$ cat src/rtl/errsig_pkg.sv
package errsig_pkg;

    localparam int STW = 32;

    localparam logic [STW-1:0] COR_SUP       = 32'h0000_F1C1;
    localparam logic [STW-1:0] UNC_SUP       = 32'h03FF_F030;
    localparam logic [STW-1:0] UNC_DEF_FATAL = 32'h0046_2030;
    localparam logic [STW-1:0] UNC_UR        = 32'h0010_0000;
    localparam logic [STW-1:0] COR_ADVISORY  = 32'h0000_2000;
    localparam logic [STW-1:0] COR_HLOG_OVF  = 32'h0000_8000;

    localparam int DET_W   = 4;
    localparam int DET_COR = 0;
    localparam int DET_NF  = 1;
    localparam int DET_FAT = 2;
    localparam int DET_UR  = 3;

    typedef enum logic [1:0] {
        SEV_NONE     = 2'd0,
        SEV_COR      = 2'd1,
        SEV_NONFATAL = 2'd2,
        SEV_FATAL    = 2'd3
    } sev_e;

    typedef struct packed {
        logic           ok;
        logic [STW-1:0] bits;
        logic           fatal;
        logic           ur;
    } cls_t;

    typedef struct packed {
        logic [STW-1:0]   cor_set;
        logic [STW-1:0]   unc_set;
        logic [DET_W-1:0] det_set;
        logic             rec;
        logic             send;
        sev_e             sev;
        logic             followup;
    } upd_t;

endpackage

$ cat src/rtl/errsig_classify.sv
module errsig_classify
    import errsig_pkg::*;
(
    input  logic [STW-1:0] raw,
    input  logic           is_cor,
    input  logic           aer_on,
    input  logic [STW-1:0] sev_reg,
    output cls_t           cls
);

    logic [STW-1:0] kept;
    logic [STW-1:0] fatal_sel;

    always_comb begin
        kept      = raw & (is_cor ? COR_SUP : UNC_SUP);
        fatal_sel = aer_on ? sev_reg : UNC_DEF_FATAL;
        cls.ok    = (kept != '0) && ((kept & (kept - 1'b1)) == '0);
        cls.bits  = kept;
        cls.fatal = !is_cor && ((kept & fatal_sel) != '0);
        cls.ur    = !is_cor && (kept == UNC_UR);
    end

endmodule

$ cat src/rtl/errsig_decide.sv
module errsig_decide
    import errsig_pkg::*;
(
    input  cls_t           cls,
    input  logic           is_cor,
    input  logic           adv_ok,
    input  logic           aer_on,
    input  logic           cor_en,
    input  logic           nf_en,
    input  logic           fat_en,
    input  logic           ur_en,
    input  logic           serr,
    input  logic [STW-1:0] cmask,
    input  logic [STW-1:0] umask,
    input  logic           log_full,
    output upd_t           upd
);

    logic           take_cor;
    logic [STW-1:0] cbits;
    logic           masked;
    logic           permit;

    always_comb begin
        upd      = '0;
        masked   = 1'b0;
        permit   = 1'b0;
        take_cor = is_cor || (!cls.fatal && adv_ok);
        cbits    = is_cor ? cls.bits : COR_ADVISORY;

        if (take_cor) begin
            upd.det_set[DET_COR] = 1'b1;
            upd.det_set[DET_UR]  = cls.ur;
            if (aer_on) begin
                upd.cor_set = cbits;
                if ((cmask & cbits) != '0) begin
                    masked = 1'b1;
                end else if (!is_cor) begin
                    upd.unc_set = cls.bits;
                    upd.rec     = ((umask & cls.bits) == '0);
                end
            end
            permit  = !masked && cor_en && (!cls.ur || ur_en);
            upd.sev = SEV_COR;
        end else begin
            upd.det_set[DET_FAT] = cls.fatal;
            upd.det_set[DET_NF]  = !cls.fatal;
            upd.det_set[DET_UR]  = cls.ur;
            if (aer_on) begin
                upd.unc_set = cls.bits;
                if ((umask & cls.bits) != '0) begin
                    masked = 1'b1;
                end else begin
                    upd.rec = 1'b1;
                end
            end
            permit  = !masked
                      && !(cls.ur && !ur_en && !serr)
                      && (serr || (cls.fatal ? fat_en : nf_en));
            upd.sev = cls.fatal ? SEV_FATAL : SEV_NONFATAL;
        end

        upd.send     = cls.ok && permit;
        upd.rec      = cls.ok && upd.rec;
        upd.followup = upd.send && upd.rec && log_full;
        if (!cls.ok) begin
            upd.cor_set = '0;
            upd.unc_set = '0;
            upd.det_set = '0;
        end
    end

endmodule

$ cat src/rtl/errsig_ctrl.sv
module errsig_ctrl
    import errsig_pkg::*;
#(
    parameter int SRC_W = 16
) (
    input  logic             clk,
    input  logic             rst_n,
    input  logic             req_valid,
    input  logic [31:0]      req_status,
    input  logic             req_correctable,
    input  logic             req_advisory_ok,
    input  logic [SRC_W-1:0] req_source,
    input  logic             aer_present,
    input  logic             cor_rpt_en,
    input  logic             nonfatal_rpt_en,
    input  logic             fatal_rpt_en,
    input  logic             ur_rpt_en,
    input  logic             serr_en,
    input  logic [31:0]      cor_mask,
    input  logic [31:0]      uncor_mask,
    input  logic [31:0]      uncor_severity,
    input  logic             log_full,
    output logic             busy,
    output logic             req_reject,
    output logic [3:0]       dev_status,
    output logic [31:0]      cor_status,
    output logic [31:0]      uncor_status,
    output logic             log_req,
    output logic [31:0]      log_status,
    output logic             msg_valid,
    output logic [1:0]       msg_sev,
    output logic [SRC_W-1:0] msg_source
);

    typedef enum logic { S_IDLE, S_EVAL } phase_e;

    typedef struct packed {
        phase_e           phase;
        logic [STW-1:0]   p_status;
        logic             p_cor;
        logic             p_adv;
        logic [SRC_W-1:0] p_src;
        logic [STW-1:0]   cor_sta;
        logic [STW-1:0]   unc_sta;
        logic [DET_W-1:0] det;
        logic             mv;
        sev_e             msev;
        logic [SRC_W-1:0] msrc;
        logic             rej;
    } regs_t;

    regs_t r_d, r_q;
    cls_t  cls;
    upd_t  upd;

    errsig_classify u_classify (
        .raw     (r_q.p_status),
        .is_cor  (r_q.p_cor),
        .aer_on  (aer_present),
        .sev_reg (uncor_severity),
        .cls     (cls)
    );

    errsig_decide u_decide (
        .cls      (cls),
        .is_cor   (r_q.p_cor),
        .adv_ok   (r_q.p_adv),
        .aer_on   (aer_present),
        .cor_en   (cor_rpt_en),
        .nf_en    (nonfatal_rpt_en),
        .fat_en   (fatal_rpt_en),
        .ur_en    (ur_rpt_en),
        .serr     (serr_en),
        .cmask    (cor_mask),
        .umask    (uncor_mask),
        .log_full (log_full),
        .upd      (upd)
    );

    always_comb begin
        r_d     = r_q;
        r_d.mv  = 1'b0;
        r_d.rej = 1'b0;
        case (r_q.phase)
            S_IDLE: begin
                if (req_valid) begin
                    r_d.phase    = S_EVAL;
                    r_d.p_status = req_status;
                    r_d.p_cor    = req_correctable;
                    r_d.p_adv    = req_advisory_ok;
                    r_d.p_src    = req_source;
                end
            end
            S_EVAL: begin
                if (!cls.ok) begin
                    r_d.rej   = 1'b1;
                    r_d.phase = S_IDLE;
                end else begin
                    r_d.cor_sta = r_q.cor_sta | upd.cor_set;
                    r_d.unc_sta = r_q.unc_sta | upd.unc_set;
                    r_d.det     = r_q.det | upd.det_set;
                    r_d.mv      = upd.send;
                    if (upd.send) begin
                        r_d.msev = upd.sev;
                        r_d.msrc = r_q.p_src;
                    end
                    if (upd.followup) begin
                        r_d.p_status = COR_HLOG_OVF;
                        r_d.p_cor    = 1'b1;
                        r_d.p_adv    = 1'b0;
                    end else begin
                        r_d.phase = S_IDLE;
                    end
                end
            end
            default: r_d.phase = S_IDLE;
        endcase
    end

    always_ff @(posedge clk or negedge rst_n) begin
        if (!rst_n) begin
            r_q <= '0;
        end else begin
            r_q <= r_d;
        end
    end

    assign busy         = (r_q.phase == S_EVAL);
    assign req_reject   = r_q.rej;
    assign dev_status   = r_q.det;
    assign cor_status   = r_q.cor_sta;
    assign uncor_status = r_q.unc_sta;
    assign log_req      = (r_q.phase == S_EVAL) && upd.rec;
    assign log_status   = cls.bits;
    assign msg_valid    = r_q.mv;
    assign msg_sev      = r_q.msev;
    assign msg_source   = r_q.msrc;

endmodule

$ cat config.mk
export PLATFORM = sky130hd
export DESIGN_NAME = errsig_ctrl
export DESIGN_NICKNAME = d
export VERILOG_FILES = /design/src/rtl/errsig_pkg.sv /design/src/rtl/errsig_classify.sv /design/src/rtl/errsig_decide.sv /design/src/rtl/errsig_ctrl.sv
export SDC_FILE = /design/constraint.sdc
export NUM_CORES = 1
export LEC_CHECK = 0
export ABC_AREA = 0
export BUFFER_PORTS_ARGS = -buffer_cell sky130_fd_sc_hd__buf_2
export CORE_ASPECT_RATIO = 2
export CORE_UTILIZATION = 47
export CTS_BUF_LIST = sky130_fd_sc_hd__clkbuf_4 sky130_fd_sc_hd__clkbuf_8
export DETAILED_ROUTE_END_ITERATION = 8
export PLACE_DENSITY = 0.85
export REMOVE_ABC_BUFFERS = 1
export SYNTH_ARGS = -nofsm -noshare
export SYNTH_HDL_FRONTEND = slang
export SYNTH_HIERARCHICAL = 1
export SYNTH_SLANG_ARGS = --single-unit
$ cat constraint.sdc
create_clock -name clk -period 3.75 [get_ports clk]
set_clock_uncertainty 0.15 [all_clocks]
set_input_delay 0.75 -clock clk [delete_from_list [all_inputs] [get_ports clk]]
set_output_delay 0.75 -clock clk [all_outputs]
set_load 0.01 [all_outputs]
==> impl_metrics.tcl <==
set metrics [dict create \
    status "finished clean" \
    num_rows 63 \
    crit_path_start_kind "flip-flop" \
    clk_pin_slew_ps 90 \
    crit_arrival_ps 2830 \
    leakage_nw 4.99 \
    fp.coreArea_um2 14700 \
    syn_area_um2 7040 \
    r2r_slack_ps 140 \
    grt_pass1_vias 5743 \
    port-buffer-count 240 \
    relSlewSlack_pct 33.0 \
    cp.required_ps 2850 \
    syn_inst 654 \
    rr_startpoint "r_q[125]" \
    wl_per_cell_um 20.5 \
    hpwl_um 15600 \
    ios 278 \
    hold_viol_final 0 \
    final_area_um2 8440 \
    first_pass_iters 5 \
    drive_above_1_share_pct 45.7 \
    cp_max_fo 6 \
    grt_pass1_wl_um 32000 \
    drcViolationCount 0 \
    layout_common_cells "buf_2, dfrtp_1, a21o_1" \
    finalSetupViolations 0 \
    grt-ovfl-total 0 \
    ys_warn_count 6 \
    cts_tree "yes" \
    fill_cells 1272 \
    min_period_ps 3730 \
    rsz0062_at_grt "true" \
    antenna_left 0 \
    initial_core_util_pct 47.8 \
    cts-root-buf "clkbuf_8" \
    setup_slack_ps 20.6 \
    ff2ff_path_depth 11 \
    nets 983 \
    fmax_ghz 0.268 \
    fin_crit_sh_pct 99.4 \
    die_x_um 88.5 \
    cts-buffers-inserted 17 \
    ir_drop_mv 0.371 \
    gp_congestion 0.895 \
    whs_ps 94.0 \
    hold_path_class "in -> async" \
    place_area_um2 7800 \
    synth.avg_cell_area_um2 10.8 \
    grt_util_all_layers_pct 28.4 \
    tightest_slew_ps 1000 \
    drt-total-wl_um 21400 \
    drt-initial-drc-count 341 \
    cts_max_path_buffers 2 \
    cts_sinks 127 \
    power_density_nw_per_um2 422 \
    grt_max_degree 76 \
    end_kind "output port" \
    num_vias 5776 \
    final_common_cell "buf_2" \
    worstSetupPathType "reg -> out" \
    via_per_inst 5.54 \
    reg2reg_to "uncor_status[18]" \
    clk_latency_ps 450 \
    syn_to_final_growth_pct 19.9 \
    antenna_found_initial 8 \
    drv_slew 0 \
    cap_violations 0 \
    die_h_um 175 \
    cts_max_level 4 \
    pre_cts_ws_ps 0.746 \
    die_area_um2 15500 \
]
## layer usage
| metal | GRT usage [%] | vias up | share of wire, % |
|---|---|---|---|
| met3 | 8.12 | 67 | 8.5 |
| li1 | - | 2550 | - |
| met1 | 29.8 | 2831 | 34 |
| met5 | 0 | - | 0 |
| met2 | 47.9 | 328 | 52 |
| met4 | 19.1 | 0 | 5.2 |
## critical path, cell delays in order (launching register included)
cell and delay, ps:
dfrtp_2 460, buf_4 180, and2_1 150, buf_4 170, a22oi_1 250, nand4_1 130
or4_4 580, nor2_1 140, and2_1 150, buf_2 130
## report_power, final
part	internal [mW]	switching (mW)
clock	0.640	0.604
combinational	0.351	0.432
sequential	1.44	0.101
## how the worst max path moves through the flow
stage	endpoint	cells after the start	startpoint	slack, ps
after detailed placement	uncor_status[18]	10	r_q[120]	0.7
after floorplan	msg_sev[0]	12	r_q[105]	-60
after CTS	log_req	10	r_q[120]	3
after global routing	log_req	10	r_q[125]	-90
final	log_req	9	r_q[105]	20
after global placement	msg_source[5]	14	uncor_severity[14]	20
## registers in the layout, indices dropped and copies added (netlist names), 2 cells and up
register      cells
cor_status       32
dev_status        4
msg_sev           2
msg_source       16
r_q              38
uncor_status     32
## area by class of cell
type | count | area, um2 | area share, %
Antenna cell | 8 | 20.0 | 0.237
Clock buffer | 19 | 262 | 3.10
Multi-Input combinational cell | 395 | 2990 | 35.5
Timing Repair Buffer | 280 | 1570 | 18.6
Inverter | 6 | 22.5 | 0.267
Clock inverter | 13 | 151 | 1.79
Tap cell | 195 | 244 | 2.89
Sequential cell | 127 | 3180 | 37.7
## stage by stage
step	std cells	setup TNS (ps)	utilization (%)	total power, mW
after floorplan	528	-767	-	1.89
after global placement	994	0	52.9	2.23
after detailed placement	994	0	52.9	2.25
after CTS	1036	0	56.7	3.56
after global routing	1043	-130	57.3	3.72
final	1043	0	57.3	3.57
## repair_timing
item,CTS,global route
buffers inserted,10,0
pin swaps,11,8
setup endpoints to repair,3,58
gates resized for setup,16,14
gates cloned,0,1
hold buffers,0,0
Note: power is estimated with default switching activity, not from simulation.
